### src/rtl/rob_pkg.sv
package rob_pkg;
    // Effective per-cycle retire cap: zero (or anything beyond depth) means depth.
    function automatic int retire_cap(int max_ret, int depth);
        return (max_ret == 0 || max_ret > depth) ? depth : max_ret;
    endfunction
endpackage

### src/rtl/rob_qnorm.sv
module rob_qnorm #(
    parameter int DEPTH = 16,
    parameter int QTY_W = 5,
    parameter int CNT_W = 5
) (
    input  logic [QTY_W-1:0] qty,
    output logic [CNT_W-1:0] slots
);
    always_comb begin
        if (qty == '0)
            slots = CNT_W'(1);
        else if (32'(qty) > DEPTH)
            slots = CNT_W'(DEPTH);
        else
            slots = CNT_W'(qty);
    end
endmodule

### src/rtl/rob_retire_scan.sv
module rob_retire_scan #(
    parameter int DEPTH  = 16,
    parameter int IDX_W  = 4,
    parameter int CNT_W  = 5,
    parameter int LIM    = 2,
    parameter int RCNT_W = 2
) (
    input  logic [IDX_W-1:0]             head,
    input  logic [CNT_W-1:0]             used,
    input  logic [DEPTH-1:0]             done,
    input  logic [DEPTH-1:0][CNT_W-1:0]  size,
    output logic [RCNT_W-1:0]            ret_cnt,
    output logic [CNT_W-1:0]             freed,
    output logic [IDX_W-1:0]             new_head
);
    logic [IDX_W-1:0]  ptr;
    logic [CNT_W-1:0]  walked;
    logic [CNT_W:0]    nxt;
    logic [RCNT_W-1:0] cnt;
    logic              stop;

    // Walk token starts from the head; each step consumes one run.
    always_comb begin
        ptr    = head;
        walked = '0;
        cnt    = '0;
        stop   = 1'b0;
        nxt    = '0;
        for (int k = 0; k < DEPTH; k++) begin
            if (!stop && walked < used && done[ptr] && cnt < RCNT_W'(LIM)) begin
                cnt    = cnt + RCNT_W'(1);
                walked = walked + size[ptr];
                nxt    = (CNT_W+1)'(ptr) + {1'b0, size[ptr]};
                if (nxt >= (CNT_W+1)'(DEPTH))
                    nxt = nxt - (CNT_W+1)'(DEPTH);
                ptr = nxt[IDX_W-1:0];
            end else begin
                stop = 1'b1;
            end
        end
        ret_cnt  = cnt;
        freed    = walked;
        new_head = ptr;
    end
endmodule

### src/rtl/rob_retire_ctrl.sv
module rob_retire_ctrl import rob_pkg::*; #(
    parameter int DEPTH   = 16,
    parameter int MAX_RET = 2,
    parameter int TAG_W   = 8,
    parameter int QTY_W   = 5
) (
    input  logic                                             clk,
    input  logic                                             rst_n,
    input  logic                                             disp_valid,
    input  logic [QTY_W-1:0]                                 disp_qty,
    input  logic [TAG_W-1:0]                                 disp_tag,
    output logic [$clog2(DEPTH)-1:0]                         disp_idx,
    output logic                                             disp_err,
    input  logic [QTY_W-1:0]                                 query_qty,
    output logic                                             query_ok,
    input  logic                                             cmpl_valid,
    input  logic [$clog2(DEPTH)-1:0]                         cmpl_idx,
    output logic                                             ret_valid,
    output logic [$clog2(retire_cap(MAX_RET, DEPTH)+1)-1:0]  ret_cnt,
    output logic [$clog2(DEPTH)-1:0]                         ret_idx,
    output logic [TAG_W-1:0]                                 ret_tag,
    output logic                                             empty
);
    localparam int IDX_W  = $clog2(DEPTH);
    localparam int CNT_W  = $clog2(DEPTH + 1);
    localparam int LIM    = retire_cap(MAX_RET, DEPTH);
    localparam int RCNT_W = $clog2(LIM + 1);

    typedef struct packed {
        logic [IDX_W-1:0]                head;
        logic [IDX_W-1:0]                tail;
        logic [CNT_W-1:0]                free;
        logic [DEPTH-1:0]                done;
        logic [DEPTH-1:0][CNT_W-1:0]     size;
        logic [DEPTH-1:0][TAG_W-1:0]     tag;
    } st_t;

    st_t st_q, st_d;

    logic [CNT_W-1:0]  disp_slots, query_slots, freed_d;
    logic [RCNT_W-1:0] scan_cnt;
    logic [IDX_W-1:0]  head_d;
    logic              disp_fire;
    logic [CNT_W:0]    tail_sum;

    rob_qnorm #(.DEPTH(DEPTH), .QTY_W(QTY_W), .CNT_W(CNT_W)) u_norm_disp (
        .qty(disp_qty), .slots(disp_slots));
    rob_qnorm #(.DEPTH(DEPTH), .QTY_W(QTY_W), .CNT_W(CNT_W)) u_norm_query (
        .qty(query_qty), .slots(query_slots));

    rob_retire_scan #(.DEPTH(DEPTH), .IDX_W(IDX_W), .CNT_W(CNT_W),
                      .LIM(LIM), .RCNT_W(RCNT_W)) u_scan (
        .head    (st_q.head),
        .used    (CNT_W'(DEPTH) - st_q.free),
        .done    (st_q.done),
        .size    (st_q.size),
        .ret_cnt (scan_cnt),
        .freed   (freed_d),
        .new_head(head_d)
    );

    assign disp_fire = disp_valid && (st_q.free >= disp_slots);
    assign disp_err  = disp_valid && !(st_q.free >= disp_slots);
    assign disp_idx  = st_q.tail;
    assign query_ok  = st_q.free >= query_slots;
    assign ret_cnt   = scan_cnt;
    assign ret_valid = scan_cnt != '0;
    assign ret_idx   = st_q.head;
    assign ret_tag   = st_q.tag[st_q.head];
    assign empty     = st_q.free == CNT_W'(DEPTH);

    always_comb begin
        st_d      = st_q;
        st_d.head = head_d;
        tail_sum  = (CNT_W+1)'(st_q.tail) + {1'b0, disp_slots};
        if (tail_sum >= (CNT_W+1)'(DEPTH))
            tail_sum = tail_sum - (CNT_W+1)'(DEPTH);
        if (cmpl_valid)
            st_d.done[cmpl_idx] = 1'b1;
        if (disp_fire) begin
            st_d.done[st_q.tail] = 1'b0;
            st_d.size[st_q.tail] = disp_slots;
            st_d.tag[st_q.tail]  = disp_tag;
            st_d.tail            = tail_sum[IDX_W-1:0];
        end
        st_d.free = st_q.free - (disp_fire ? disp_slots : '0) + freed_d;
    end

    always_ff @(posedge clk or negedge rst_n) begin
        if (!rst_n) begin
            st_q      <= '0;
            st_q.free <= CNT_W'(DEPTH);
        end else begin
            st_q <= st_d;
        end
    end

    // free pool never exceeds the buffer
    a_r8_free_bound: assert property (@(posedge clk) disable iff (!rst_n)
        st_q.free <= CNT_W'(DEPTH));
    // a rejected dispatch leaves the allocation pointer alone
    a_r4_reject_holds_tail: assert property (@(posedge clk) disable iff (!rst_n)
        disp_err |=> st_q.tail == $past(st_q.tail));
    // anything retiring starts at an executed head
    a_r5_head_first: assert property (@(posedge clk) disable iff (!rst_n)
        ret_valid |-> st_q.done[st_q.head]);
    // cap on retirements per cycle
    a_r6_retire_cap: assert property (@(posedge clk) disable iff (!rst_n)
        ret_cnt <= RCNT_W'(LIM));
    // a completion of the unexecuted head cannot retire in its own cycle
    a_r7_no_same_cycle: assert property (@(posedge clk) disable iff (!rst_n)
        (cmpl_valid && cmpl_idx == st_q.head && !st_q.done[st_q.head]) |-> !ret_valid);
    // empty buffer retires nothing
    a_r8_empty_quiet: assert property (@(posedge clk) disable iff (!rst_n)
        empty |-> !ret_valid);
endmodule

### config.mk
export PLATFORM = sky130hd
export DESIGN_NAME = rob_retire_ctrl
export DESIGN_NICKNAME = d
export VERILOG_FILES = /design/src/rtl/rob_pkg.sv /design/src/rtl/rob_qnorm.sv /design/src/rtl/rob_retire_scan.sv /design/src/rtl/rob_retire_ctrl.sv
export SDC_FILE = /design/constraint.sdc
export NUM_CORES = 1
export LEC_CHECK = 0
export BUFFER_PORTS_ARGS = -buffer_cell sky130_fd_sc_hd__buf_2
export CAP_MARGIN = 10
export CORE_MARGIN = 2
export CORE_UTILIZATION = 50
export CTS_BUF_LIST = sky130_fd_sc_hd__clkbuf_8
export DETAILED_ROUTE_END_ITERATION = 8
export PLACE_DENSITY = 0.68
export SLEW_MARGIN = 20
export SYNTH_ARGS = -nofsm -noshare
export SYNTH_HDL_FRONTEND = slang
export SYNTH_SLANG_ARGS = --single-unit
export TNS_END_PERCENT = 20
### constraint.sdc
create_clock -name clk -period 7.6 [get_ports clk]
set_clock_uncertainty 0.15 [all_clocks]
set_input_delay 1.9 -clock clk [delete_from_list [all_inputs] [get_ports clk]]
set_output_delay 1.9 -clock clk [all_outputs]
set_load 0.02 [all_outputs]
==> results.json <==
{
  "status": "complete, no violations",
  "tritoncts": "yes",
  "totalWireLength_um": 34900,
  "r2r-start": "ret_idx[0]",
  "port_buffers": 47,
  "nets": 1327,
  "root_buffer": "clkbuf_8",
  "tightest_slew_ns": 1.05,
  "endpoint": "ret_valid",
  "r2r_setup_slack_ns": 0.44,
  "dp_hpwl_um": 23100,
  "fin_crit_sh_pct": 97.5,
  "nFillCells": 2177,
  "synthToLayoutAreaGrowth_pct": 11.0,
  "hold_viol": 0,
  "setup_slack_ns": 0.193,
  "setup_viol": 0,
  "core_area_um2": 25800,
  "yosysUniqueCellTypes": 62,
  "netlist_area_um2": 13000,
  "drt_first_iter_violations": 859,
  "rsz0062_at_grt": "yes",
  "yosysWarnings": 0,
  "grt_pass1_wl_um": 55000,
  "multi_input_area_um2": 6500,
  "startpoint": "ret_idx[0]",
  "gp_congestion": 0.935,
  "row_count": 59,
  "overflow": 0,
  "dr.pass1.iters": 5,
  "cts_buffer_depth": 3,
  "fp.dieH_um": 165,
  "reg2reg_depth": 26,
  "diodes": 0,
  "slew_violations": 0,
  "async_flop_share_pct": 100,
  "start_kind": "flop",
  "max_freq_mhz": 135,
  "clk_pin_slew_ns": 0.06,
  "dieArea_um2": 27400,
  "cts.sinks": 237,
  "die_x_um": 165,
  "synth-main-ff-cell": "dfrtp_1",
  "cts_buffers": 40,
  "reg2reg_to": "st_q[228]",
  "seq_area_um2": 5940,
  "grt_max_degree": 167,
  "maxCapViolCount": 0,
  "grt_util_met3_pct": 5.52,
  "drt-wirelength-per-cell_um": 21.5,
  "grt_usage_pct": 26.6,
  "synth_nets": 1300,
  "hold_path.class": "flop to flop",
  "start_util_pct": 50.5,
  "yosysSeqAreaShare_pct": 45.5,
  "vias_per_cell": 5.90,
  "insertion_delay_ns": 0.55,
  "grt_use_met1_pct": 36.4,
  "cts.hold.buffers_added": 0,
  "synth_edf_count": 0,
  "path_max_fanout": 8,
  "grt_pass1_vias": 9623,
  "htree_levels": 2,
  "finalSetupTns_ns": 0,
  "yosys_register_bits": 237,
  "pre_cts_ws_ns": 0.361,
  "post_synth.cell_area_avg_um2": 10.6,
  "whs_ns": 0.323,
  "final_antenna_net_count": 0,
  "cp_data_arrival_time_ns": 5.36,
  "vias": 9574,
  "layout-drive-gt1-share_pct": 26.4,
  "top_usage_layer": "met2",
  "globalRouteMet2Util_pct": 41.9,
  "drc": 0,
  "ioPinCount": 48,
  "antenna_found_initial": 0,
  "crit_type": "flop to primary output",
  "fin_crit_ns": 7.41,
  "synthCells": 1231,
  "crit_required_ns": 5.55,
  "relSlewSlack_pct": 29.8,
  "setup.worst_path.end_class": "primary output"
}
-- final cells by class --
type / instances / share of cell area [%]
multi-input cells: 847 / 44.9
clock inverters: 21 / 1.06
flip-flops and latches: 237 / 41.0
inverters: 44 / 1.17
clock buffers: 52 / 4.94
well taps: 335 / 2.90
repair buffers: 88 / 3.98
-- synth_stat cells (all sizes together), types with 2 or more instances --
| cell type | count | share of area (%) |
|---|---|---|
| nor3 | 9 | 0.43 |
| nand3 | 33 | 1.3 |
| a31o | 2 | 0.13 |
| or2 | 3 | 0.16 |
| clkinv | 3 | 0.096 |
| nand2 | 285 | 8.3 |
| o211ai | 6 | 0.35 |
| mux2i | 12 | 0.95 |
| a21o | 11 | 0.63 |
| inv | 41 | 1.2 |
| a311oi | 11 | 0.74 |
| ha | 35 | 3.4 |
| nand4 | 5 | 0.24 |
| mux2 | 94 | 8.1 |
| nor2b | 9 | 0.43 |
| and2 | 7 | 0.34 |
| clkbuf | 73 | 2.1 |
| xor2 | 6 | 0.40 |
| a311o | 2 | 0.15 |
| fa | 8 | 1.2 |
| o31ai | 2 | 0.15 |
| xnor2 | 12 | 0.81 |
| o31a | 2 | 0.13 |
| a211o | 2 | 0.13 |
| nor2 | 32 | 0.92 |
| a211oi | 7 | 0.40 |
| nand2b | 5 | 0.24 |
| mux4 | 69 | 12 |
| a21boi | 6 | 0.35 |
| buf | 30 | 1.4 |
| a31oi | 13 | 0.67 |
| o21ai | 95 | 3.6 |
| dfrtp | 236 | 45 |
| a21oi | 38 | 1.5 |
| o311ai | 2 | 0.13 |
| and3 | 14 | 0.67 |
-- worst max-delay path: stages (launching register included) --
cell      delay, ns
dfrtp_4        0.47
buf_6          0.18
mux4_2         0.50
mux4_2         0.55
ha_1           0.24
fa_1           0.42
xor2_1         0.25
nor2_1         0.07
mux2_2         0.29
a311o_1        0.30
or4_4          0.48
nand2_1        0.12
clkinv_1       0.10
ha_1           0.31
or3_1          0.37
buf_2          0.16
-- cell usage in the layout, fill, tap and decap left out, types with 3 or more instances in the layout --
cell / netlist / final
nand2_1: 284 / 284
dfrtp_1: 236 / 233
mux2_2: 94 / 94
o21ai_0: 92 / 92
mux4_2: 69 / 69
clkbuf_8: 0 / 52
inv_1: 38 / 51
buf_2: 6 / 46
buf_4: 12 / 37
a21oi_1: 37 / 36
ha_1: 35 / 35
nand3_1: 33 / 33
nor2_1: 32 / 31
and3_1: 14 / 13
xnor2_1: 12 / 12
a31oi_1: 12 / 12
mux2i_1: 11 / 11
a21o_1: 11 / 11
a311oi_1: 11 / 11
nor2b_1: 9 / 9
fa_1: 8 / 8
nor3_1: 8 / 7
a211oi_1: 7 / 7
xor2_1: 6 / 6
a21boi_0: 6 / 6
o211ai_1: 6 / 6
and2_1: 6 / 5
nand4_1: 5 / 5
nand2b_1: 5 / 5
o21ai_1: 3 / 3
inv_2: 3 / 3
clkinv_2: 1 / 3
buf_6: 3 / 3
-- metal layers --
layer  share of wire, %  wire, um  vias to the layer above
met1                 43     14900                     4775
met2                 47     16200                      341
li1                   -         -                     4373
met5                  0         0                        -
met3                7.1      2470                       85
met4                3.7      1300                        0
-- worst min path at each step --
stage               slack, ns  cells after the start  startpoint   end
finish                   0.32                      2        flop  flop
global route             0.35                      2        flop  flop
CTS                      0.32                      2        flop  flop
detailed placement       0.31                      2        flop  flop
global placement         0.30                      2        flop  flop
floorplan                0.29                      2        flop  flop
-- stage by stage --
| step | instances | utilization (%) | instance area [um^2] |
|---|---|---|---|
| final | 1624 | 56.0 | 14500 |
| after global routing | 1624 | 56.0 | 14500 |
| after CTS | 1624 | 55.9 | 14400 |
| after detailed placement | 1546 | 52.4 | 13500 |
| after global placement | 1546 | 52.4 | 13500 |
| after floorplan | 1231 | - | 13000 |
-- cell families (layout without fill, tap and decap cells) --
logic type               count (synthesis)  after routing  synth area share, %
XOR/XNOR                                18             18                 1.21
multiplexers                           175            175                 21.0
AND/OR/NAND/NOR                        408            408                 13.3
adder cells (fa/ha/maj)                 43             43                 4.59
AO/OA/AOI/OAI                          203            203                 9.54
buffers and inverters                  147            205                 4.83
flip-flops                             237            237                 45.5
-- timing repair --
| item | 4_1_cts | 5_1_grt |
|---|---|---|
| buffers inserted | 5 | 0 |
| setup endpoints to repair | 1 | 2 |
| gates resized for setup | 1 | 13 |
| pin swaps | 1 | 1 |
Power is left out: the tool's default activity adds up to more than one toggle a clock period on the data nets, which glitch-free logic cannot reach.
